File: config.mk
export PLATFORM = sky130hd
export DESIGN_NAME = dual_conv_seq
export DESIGN_NICKNAME = d
export VERILOG_FILES = /design/src/rtl/seq_pkg.sv /design/src/rtl/seq_period_ctr.sv /design/src/rtl/seq_grp_ctrl.sv /design/src/rtl/dual_conv_seq.sv
export SDC_FILE = /design/constraint.sdc
export NUM_CORES = 1
export LEC_CHECK = 0
export ABC_AREA = 1
export BUFFER_PORTS_ARGS = -buffer_cell sky130_fd_sc_hd__buf_2
export CORE_ASPECT_RATIO = 0.9
export CORE_MARGIN = 4
export CORE_UTILIZATION = 52
export DETAILED_ROUTE_END_ITERATION = 7
export PLACE_DENSITY = 0.8
export SYNTH_ARGS = -nofsm -noshare
export SYNTH_HDL_FRONTEND = slang
export SYNTH_SLANG_ARGS = --single-unit
export TNS_END_PERCENT = 50
File: constraint.sdc
create_clock -name clk -period 2.3 [get_ports clk]
set_input_delay 0.23 -clock clk [delete_from_list [all_inputs] [get_ports clk]]
set_output_delay 0.23 -clock clk [all_outputs]
set_load 0.02 [all_outputs]
File: src/rtl/seq_pkg.sv
package seq_pkg;
  typedef enum logic {
    ST_IDLE = 1'b0,
    ST_RUN  = 1'b1
  } grp_st_t;

  localparam int unsigned SETTLE_HIDE = 2;
endpackage

File: src/rtl/seq_period_ctr.sv
module seq_period_ctr #(
  parameter int unsigned CW = 8
) (
  input  logic          clk,
  input  logic          rst_n,
  input  logic          run_i,
  input  logic          restart_i,
  input  logic [CW-1:0] osr_i,
  output logic          tick_o
);
  localparam logic [CW-1:0] ONE = CW'(1);

  logic [CW-1:0] cnt_q;

  assign tick_o = run_i && !restart_i && (cnt_q == osr_i - ONE);

  always_ff @(posedge clk) begin
    if (!rst_n) cnt_q <= '0;
    else if (!run_i || restart_i || tick_o) cnt_q <= '0;
    else cnt_q <= cnt_q + ONE;
  end

  // an abort restarts the period count
  p_restart_zero_r2: assert property (@(posedge clk) disable iff (!rst_n)
    restart_i |=> (cnt_q == '0));
  // count stays inside the period while running
  p_cnt_bound_r9: assert property (@(posedge clk) disable iff (!rst_n)
    (run_i && $stable(osr_i) && osr_i != '0) |-> (cnt_q < osr_i));
endmodule

File: src/rtl/seq_grp_ctrl.sv
module seq_grp_ctrl
  import seq_pkg::*;
#(
  parameter int unsigned RW = 16
) (
  input  logic          clk,
  input  logic          rst_n,
  input  logic          enable_i,
  input  logic          standby_i,
  input  logic          start_cmd_i,
  input  logic          stop_cmd_i,
  input  logic          ack_i,
  input  logic          tick_i,
  input  logic [RW-1:0] data_i,
  output logic          run_o,
  output logic          restart_o,
  output logic          filt_rst_o,
  output logic          valid_o,
  output logic          drdy_n_o,
  output logic          pend_o,
  output logic [RW-1:0] res_o
);
  grp_st_t     st_q;
  logic [1:0]  settle_q;
  logic        clear;

  assign clear      = !enable_i || standby_i;
  assign restart_o  = !clear && start_cmd_i;
  assign run_o      = (st_q == ST_RUN);
  assign filt_rst_o = (st_q == ST_IDLE);

  always_ff @(posedge clk) begin
    if (!rst_n) begin
      st_q     <= ST_IDLE;
      settle_q <= '0;
      pend_o   <= 1'b0;
      drdy_n_o <= 1'b1;
      res_o    <= '0;
      valid_o  <= 1'b0;
    end else begin
      valid_o <= 1'b0;
      if (clear) begin
        st_q     <= ST_IDLE;
        settle_q <= '0;
        pend_o   <= 1'b0;
        drdy_n_o <= 1'b1;
        res_o    <= '0;
      end else if (start_cmd_i) begin
        st_q     <= ST_RUN;
        settle_q <= '0;
        pend_o   <= 1'b0;
        drdy_n_o <= 1'b1;
      end else begin
        if (stop_cmd_i && st_q == ST_RUN) pend_o <= 1'b1;
        if (ack_i) drdy_n_o <= 1'b1;
        if (tick_i) begin
          if (settle_q == 2'(SETTLE_HIDE)) begin
            res_o    <= data_i;
            valid_o  <= 1'b1;
            drdy_n_o <= 1'b0;
          end else begin
            settle_q <= settle_q + 2'd1;
          end
          if (pend_o || stop_cmd_i) begin
            st_q     <= ST_IDLE;
            pend_o   <= 1'b0;
            settle_q <= '0;
          end
        end
      end
    end
  end

  // a result only follows a period end
  p_valid_after_tick_r5: assert property (@(posedge clk) disable iff (!rst_n)
    valid_o |-> $past(tick_i));
  // a fresh result always shows as ready
  p_valid_ready_r6: assert property (@(posedge clk) disable iff (!rst_n)
    valid_o |-> !drdy_n_o);
  // start beats stop and clears ready
  p_start_wins_r3: assert property (@(posedge clk) disable iff (!rst_n)
    restart_o |=> (!pend_o && drdy_n_o && run_o));
  // pending stop only while running
  p_pend_running_r4: assert property (@(posedge clk) disable iff (!rst_n)
    pend_o |-> run_o);
  // clear empties the group
  p_clear_r8: assert property (@(posedge clk) disable iff (!rst_n)
    clear |=> (res_o == '0 && !pend_o && filt_rst_o));
endmodule

File: src/rtl/dual_conv_seq.sv
module dual_conv_seq #(
  parameter int unsigned NGRP = 2,
  parameter int unsigned DW   = 8,
  parameter int unsigned CW   = 8
) (
  input  logic                   clk,
  input  logic                   rst_n,
  input  logic [CW-1:0]          osr_i,
  input  logic                   commit_i,
  input  logic [NGRP-1:0]        start_i,
  input  logic [NGRP-1:0]        stop_i,
  input  logic [NGRP-1:0]        enable_i,
  input  logic                   standby_i,
  input  logic [NGRP-1:0]        rd_ack_i,
  input  logic [NGRP*2*DW-1:0]   conv_data_i,
  output logic [NGRP-1:0]        period_tick_o,
  output logic [NGRP-1:0]        filt_rst_o,
  output logic [NGRP-1:0]        res_valid_o,
  output logic [NGRP-1:0]        drdy_n_o,
  output logic [NGRP-1:0]        stop_pend_o,
  output logic [NGRP*2*DW-1:0]   result_o
);
  localparam int unsigned RW = 2 * DW;

  for (genvar g = 0; g < NGRP; g++) begin : g_grp
    logic run, restart, tick;

    seq_period_ctr #(.CW(CW)) u_ctr (
      .clk       (clk),
      .rst_n     (rst_n),
      .run_i     (run),
      .restart_i (restart),
      .osr_i     (osr_i),
      .tick_o    (tick)
    );

    seq_grp_ctrl #(.RW(RW)) u_ctrl (
      .clk         (clk),
      .rst_n       (rst_n),
      .enable_i    (enable_i[g]),
      .standby_i   (standby_i),
      .start_cmd_i (commit_i && start_i[g]),
      .stop_cmd_i  (commit_i && stop_i[g]),
      .ack_i       (rd_ack_i[g]),
      .tick_i      (tick),
      .data_i      (conv_data_i[g*RW +: RW]),
      .run_o       (run),
      .restart_o   (restart),
      .filt_rst_o  (filt_rst_o[g]),
      .valid_o     (res_valid_o[g]),
      .drdy_n_o    (drdy_n_o[g]),
      .pend_o      (stop_pend_o[g]),
      .res_o       (result_o[g*RW +: RW])
    );

    assign period_tick_o[g] = tick;

    // a tick never comes from a halted group
    p_tick_running_r1: assert property (@(posedge clk) disable iff (!rst_n)
      period_tick_o[g] |-> !filt_rst_o[g]);
  end
endmodule

# Word-level counts from Yosys, hierarchy flattened

Index checks and enable logic that the tools add are counted.

Add/subtract/negate cells: 5
Eq/ne operators: 6
Muxes and demuxes: 24
Bitwise logic cells: 7
Reduce and logical (&&, ||, !) cells: 46

Operator list:

| operator            | number |
|---|---|
| $mux 1              | 20 |
| $add 8x1->8 const B | 2 |
| $eq 8x8->1          | 2 |
| $logic_and 1x1->1   | 12 |
| $logic_not 1->1     | 8 |
| $logic_or 1x1->1    | 8 |
| $mux 2              | 4 |
| $reduce_and 2->1    | 4 |
| $reduce_bool 2->1   | 4 |
| $reduce_or 2->1     | 4 |
| $reduce_or 4->1     | 2 |
| $sub 8x1->8 const B | 1 |
| $not 1->1           | 7 |
| $reduce_and 3->1    | 2 |
| $reduce_or 3->1     | 2 |
| $add 2x1->2 const B | 2 |
| $eq 2x2->1 const B  | 2 |
| $ne 2x2->1 const B  | 2 |

Flip-flop bits (word level): 60
Bits of input ports: 52
Output and inout port bits: 42
Logic and storage cells: 102

# Longest topological paths before layout

Gate-level depths: netlist of run 1.

Depth in word-level cells: 9
Mapped depth: 16

# Cells and area by module

Synthesis of run 1 repeated with hierarchy kept, for this count alone.

Cells, all modules: 425
Area total of the unflattened synthesis: 3072.9 um^2

Modules (own cells, without submodules):

| module                          | times used | cells each | area each (um^2) |
|---|---|---|---|
| seq_grp_ctrl                    | 2          | 106        | 879.6 |
| seq_period_ctr (g_grp[1].u_ctr) | 1          | 103        | 655.6 |
| seq_period_ctr (g_grp[0].u_ctr) | 1          | 100        | 613.1 |
| dual_conv_seq                   | 1          | 10         | 45.0 |

# Worst setup path after synthesis of run 1

Ideal clock, no wire load.

Kind: input to register
Start: input osr_i[0]
End: register g_grp[0].u_ctrl.res_o[14]
Library setup time: 0.113 ns
Arrival: 1.712 ns
Path slack: 0.476 ns
Stages on the path: 16
Path buffers: 1
Path through: inv_2 > ha_1 > inv_1 > nand2_1 > nand2_1 > inv_1 > nand2_1 > nor2_1 > nand2_1 > nor2_1 > nand3_1 > nor2_4 > nand3_2 > buf_6 > nor2_1 > nor2_1

Longest elaborated chain between the ends: 4

RTL lines:

| what                       | line                 | RTL |
|---|---|---|
| start: declaration         | dual_conv_seq.sv:8   | `input logic [CW-1:0] osr_i,` |
| $sub 8x1->8                | seq_period_ctr.sv:15 | `assign tick_o = run_i && !restart_i && (cnt_q == osr_i - ONE);` |
| $eq 8x8->1                 | seq_period_ctr.sv:15 |  |
| $logic_and 1x1->1          | seq_period_ctr.sv:15 |  |
| $reduce_and 3->1 (no line) | --                   |  |
| end signal: assignment     | seq_grp_ctrl.sv:58   | `res_o <= data_i;` |
| end: declaration           | seq_grp_ctrl.sv:21   | `output logic [RW-1:0] res_o` |

Every way passes these cells.
A chain may end at the register's enable or synchronous reset.

# Worst setup path in the final report of run 1

Start: input osr_i[0]
End: output period_tick_o[0]

Longest elaborated chain between the ends: 3

RTL lines:

| what              | line                 | RTL |
|---|---|---|
| $sub 8x1->8       | seq_period_ctr.sv:15 |  |
| $eq 8x8->1        | seq_period_ctr.sv:15 |  |
| $logic_and 1x1->1 | seq_period_ctr.sv:15 |  |
| end: declaration  | dual_conv_seq.sv:16  | `output logic [NGRP-1:0] period_tick_o,` |

Every way passes these cells.

==> results of run 1 <==
==> stage by stage <==
stage | setup WS [ps] | utilization (%) | hold slack, ps | power, µW
floorplan | 475.6 | - | 358.2 | 1153
global placement | 255.4 | 61.44 | 445.8 | 1221
detailed placement | 177.8 | 61.44 | 456.7 | 1224
CTS | 180.8 | 64.98 | 102.5 | 2263
global route | 4.444 | 65.12 | 112.3 | 2328
finish | 195.9 | 65.12 | 118.3 | 2240
==> per-layer routing <==
| metal | track usage (%) | vias up | routed length (µm) |
|---|---|---|---|
| met3 | 7.845 | 11 | 594 |
| met1 | 24.19 | 1400 | 3253 |
| li1 | - | 1712 | - |
| met4 | 6.343 | 0 | 89 |
| met5 | 0 | - | 0 |
| met2 | 35.61 | 89 | 3556 |
==> worst max-delay path, cell delays in order <==
cell and delay, ps:
buf_2 100, inv_2 60, ha_2 330, inv_1 50, nand2_1 50, nand2_1 60
inv_1 50, nand2_1 60, nor2_2 120, nand2_1 60, nor2_1 100, nand3_1 120
nor2_4 160, nand2_1 80, inv_1 80, buf_4 140
==> sequential cells by signal, summed over array words and instances, names as in the netlist <==
signal	flops
g_grp.u_ctr.cnt_q	16
g_grp.u_ctrl.drdy_n_o	2
g_grp.u_ctrl.pend_o	2
g_grp.u_ctrl.res_o	32
g_grp.u_ctrl.run_o	2
g_grp.u_ctrl.settle_q	4
g_grp.u_ctrl.valid_o	2
==> cell families (layout without fill, tap and decap cells) <==
kind of cell	count (synthesis)	after routing	share of synthesized area [%]
AOI/OAI and AO/OA	15	15	2.953
adders and majority gates	5	5	1.893
xor gates and xnor gates	10	10	3.066
DFF	60	60	36.34
buffers and inverters	108	204	14.35
and+or+nand+nor	315	315	41.41
==> repair_timing <==
item / CTS / global route
setup endpoints to repair: 0 / 1
gates resized for setup: 0 / 4
hold buffers: 0 / 0
==> report_power, final <==
group / internal (µW) / total [µW] / leakage [µW] / switching [µW]
logic: 63.4 / 163 / 0.00157 / 99.2
registers: 1040 / 1040 / 0.000484 / 1.09
clock network: 639 / 1040 / 0.000107 / 398
total: 1740 / 2240 / 0.00216 / 498
==> worst paths after layout <==
check | endpoint | slack, ps
worst max-delay path | period_tick_o[0] | 200
worst min-delay path | g_grp[1].u_ctrl.res_o[15] | 120
worst max register to register | g_grp[0].u_ctrl.res_o[4] | 530
worst min register to register | g_grp[0].u_ctr.cnt_q[0] | 430
==> cell usage in the layout (no fill, tap or decap), drive strengths merged, types with 2 or more instances in the layout <==
| cell type | n |
|---|---|
| clkbuf | 12 |
| buf | 97 |
| o21ai | 2 |
| nor2 | 119 |
| nor3 | 6 |
| ha | 5 |
| inv | 91 |
| nand2 | 142 |
| dfxtp | 60 |
| nand4 | 9 |
| a21oi | 11 |
| bufinv | 2 |
| nand3 | 37 |
| or2 | 2 |
| xor2 | 8 |
==> cell type report <==
class	count	area (µm²)	area share (%)
clock inverters	4	72.57	1.812
flip-flops and latches	60	1202	30.03
multi-input cells	345	1635	40.84
inverters	91	341.6	8.531
repair buffers	97	498.0	12.44
clock buffers	12	145.1	3.625
well taps	87	108.9	2.719
==> summary.txt, run 1 <==
status - finished clean
Post-synth EDFFs - 0
Mean Syn Cell Area - 6.444 µm²
peak supply drop - 0.0004837 V
most numerous cell in the Yosys netlist - nand2_1
die width - 92.05 µm
placed cells - 680
Final min period - 2104 ps
pwr dens - 559.5 nW/µm²
Tot GR Track Use - 20.86%
core footprint - 6148 µm²
non-filler cells, final - 696
fin area - 4004 µm²
# clock sinks - 60
vias - 3,212
Final Max Slew Viols - 0
RSZ-0062 raised after global routing - false
worst slew pin tran - 511.6 ps
layout cells sized above 1 - 23.48%
Filler cells - 577
vias in the first global route - 3,195
number of H-tree levels - 3
Slew HR - 65.78%
syn_nets - 570
Critical R2R Launch - g_grp[0].u_ctr.cnt_q[1]
top post-synthesis cells by area - dfxtp_1 36%, nand2_1 16%, nor2_1 12%, inv_1 10%, nand3_1 5.3%
hold_sp - conv_data_i[31]
largest net degree at the start of global routing - 18
Final period util - 91.48%
n_diodes - 0
final setup fails - 0
HPWL after DPL - 5950 µm
# DRC - 0
DP Area - 3777 µm²
Critical Path Start - osr_i[0]
ANT nets after route - 0
cell accounting for the most synthesized area - dfxtp_1
DRT Pass-1 Iters - 4
synthesized cell area - 3306 µm²
fmax - 475.3 MHz
CTS clk-pin slew, worst paths - 60 ps
CTS tree - yes
total grt overflow - 0
gpl congestion - 0.9084
vias per inst - 4.615
CTS buffer count - 9
Synth Instances - 513
FFs w/ async S/R, synth - 0%
max_cap viols - 0
clk root buf - clkbuf_8
Initial Util - 53.76%
Yosys top cell area share - 36.34%
leakage power - 0.002163 µW
synth unique cells - 27
Final Hold Violating Endpoints - 0
Port Buf Inserts - 93
first-pass GRT wire length - 13,270 µm
Hold Crit Class - in -> reg
commonest cells in the netlist - 140 x nand2_1, 103 x nor2_1, 88 x inv_1, 60 x dfxtp_1, 35 x nand3_1
setup bufs post-CTS - 0
Worst Clk Skew - 7.602 ps
wire length per cell - 10.77 µm
Hold Crit Depth - 3
Yosys reg bits - 60
Worst Path Arrival - 1870 ps
CTS max path bufs - 2
I/O Pins - 94
post-synthesis sequential area ratio - 36.34%
DR iter-0 viols - 122
area grow syn2layout - 21.12%
Worst Setup Start Kind - input port
die height - 83.64 µm
Ys Warns - 0
CP endpoint kind - primary output
die area - 7699 µm²
CP Data Required Time - 2070 ps
initial antenna violation count - 0
Clk Latency, worst-skew pair - 330 ps
R2R cell count - 14
Crit Path Class - in -> out
Most used DFF post-synth - dfxtp_1
Sum Neg Setup Slack - 0 ps
std cell rows - 27
Routed WL - 7493 µm
CP Max Fanout - 6
Layout Nets - 661
Note: power is estimated with default switching activity, not from simulation.
==> run 2, diff against run 1 <==
CORE_UTILIZATION = 56   (was 52)
PLACE_DENSITY = 0.85   (was 0.8)
clock period = 2.7 ns   (was 2.3 ns; I/O delays follow)
==> summary.txt, run 2 (synthesis gave the netlist of run 1 again) <==
slowest cell delay on critical path - 290 ps
number of H-tree levels - 3
most frequent cells in the layout - 140 x nand2_1, 103 x nor2_1, 93 x buf_2
vias in the first global route - 3,179
Hold Crit Class - in -> reg
Initial Util - 58.07%
vias - 3,239
core footprint - 5693 µm²
area grow syn2layout - 18.74%
Final period util - 82.26%
setup bufs post-CTS - 0
final setup fails - 0
clk root buf - clkbuf_8
Sum Neg Setup Slack - 0 ps
Final min period - 2221 ps
Worst Setup Start Kind - input port
CP endpoint kind - primary output
Crit Path Class - in -> out
CP Max Fanout - 7
non-filler cells, final - 675
n_diodes - 0
CP Data Required Time - 2430 ps
# clock sinks - 60
CTS tree - yes
fin area - 3925 µm²
Filler cells - 507
most common cell after layout, fill and taps aside - nand2_1
DR iter-0 viols - 148
ANT nets after route - 0
gpl congestion - 0.9674
fmax - 450.3 MHz
Critical Path Start - osr_i[0]
top register by number of flip-flops - g_grp.u_ctrl.res_o
hold_sp - conv_data_i[3]
RSZ-0062 raised after global routing - false
Tot GR Track Use - 23.35%
HPWL after DPL - 5955 µm
Slew HR - 65.81%
largest net degree at the start of global routing - 34
Final Hold Violating Endpoints - 0
max_cap viols - 0
die width - 88.99 µm
status - finished clean
layout cells sized above 1 - 22.64%
Hold-fix buffers, CTS - 0
std cell rows - 26
biggest regs - g_grp.u_ctrl.res_o: 32 flops, g_grp.u_ctr.cnt_q: 16 flops, g_grp.u_ctrl.settle_q: 4 flops
Worst Path Arrival - 1950 ps
leakage power - 0.002138 µW
worst slew pin tran - 511.2 ps
CTS resizes - 0
critical path, cell by cell - buf_2, inv_2, ha_1, nand2_1, nand3_1, nand2_1, nor2_1, nand2_1, nor2_1, nand3_1, nor2_4, nand2_1, inv_1, buf_2
initial antenna violation count - 0
I/O Pins - 94
Layout Nets - 658
peak supply drop - 0.0004844 V
Critical R2R Launch - g_grp[0].u_ctr.cnt_q[0]
Final Max Slew Viols - 0
CTS clk-pin slew, worst paths - 70 ps
wire length per cell - 11.54 µm
Worst Clk Skew - 8.068 ps
CTS max path bufs - 2
CTS buffer count - 9
Largest register FFs - 32
Routed WL - 7790 µm
die height - 80.89 µm
die area - 7198 µm²
pwr dens - 462.8 nW/µm²
DRT Pass-1 Iters - 4
Port Buf Inserts - 93
placed cells - 660
# DRC - 0
DP Area - 3734 µm²
Clk Latency, worst-skew pair - 340 ps
total grt overflow - 0
slowest CP cell - ha_1
vias per inst - 4.799
first-pass GRT wire length - 13,320 µm
CP most frequent cell - nand2_1
final core occ - 68.95%
[run 2: cell count changes in the layout (fill, tap and decap cells not counted), sizes merged]
cell and change:
clkinvlp +1, bufinv -1, clkbuf -1, buf -3
[run 2: worst paths after layout]
| kind | end | slack [ps] | cells after the start |
|---|---|---|---|
| max | period_tick_o[0] | 480 | 14 |
| min reg2reg | g_grp[0].u_ctr.cnt_q[0] | 470 | 1 |
| min | g_grp[0].u_ctrl.res_o[3] | 150 | 3 |
| max reg2reg | g_grp[0].u_ctrl.res_o[5] | 680 | 13 |
[run 2: area by class of cell]
type | instances | area, µm² | area share (%)
Multi-Input combinational cell | 345 | 1630 | 41.54
Sequential cell | 60 | 1201 | 30.60
Timing Repair Buffer | 94 | 473.0 | 12.05
Inverter | 91 | 341.6 | 8.703
Clock buffer | 11 | 141.4 | 3.602
Tap cell | 70 | 87.58 | 2.231
Clock inverter | 4 | 50.05 | 1.275
[run 2: report_power, final]
group | total, µW | internal, µW | switching (µW)
clock | 793 | 445 | 348
combinational | 137 | 53.3 | 83.5
sequential | 887 | 886 | 0.831
[run 2: worst max-delay path: cells and delay by family]
family | cells | cell delay [ps]
and+or+nand+nor | 9 | 940
buffers and inverters | 4 | 460
adders and majority gates | 1 | 290
[run 2: layer usage]
| layer | vias to the layer above | GRT usage, % | wire (µm) |
|---|---|---|---|
| li1 | 1705 | - | - |
| met1 | 1422 | 28.26 | 3416 |
| met2 | 96 | 38.13 | 3681 |
| met3 | 16 | 8.012 | 552 |
| met4 | 0 | 9.077 | 138 |
| met5 | - | 0 | 0 |
[run 2: per-stage QoR]
step / worst slack, ps / power (µW) / hold WS, ps
5_1_grt: 252.5 / 1890 / 141.7
2_1_floorplan: 835.6 / 981.9 / 398.2
4_1_cts: 496.4 / 1831 / 138.8
3_5_place_dp: 326.3 / 1041 / 457.5
3_3_place_gp: 390.4 / 1039 / 444.7
6_report: 479.1 / 1816 / 150.0
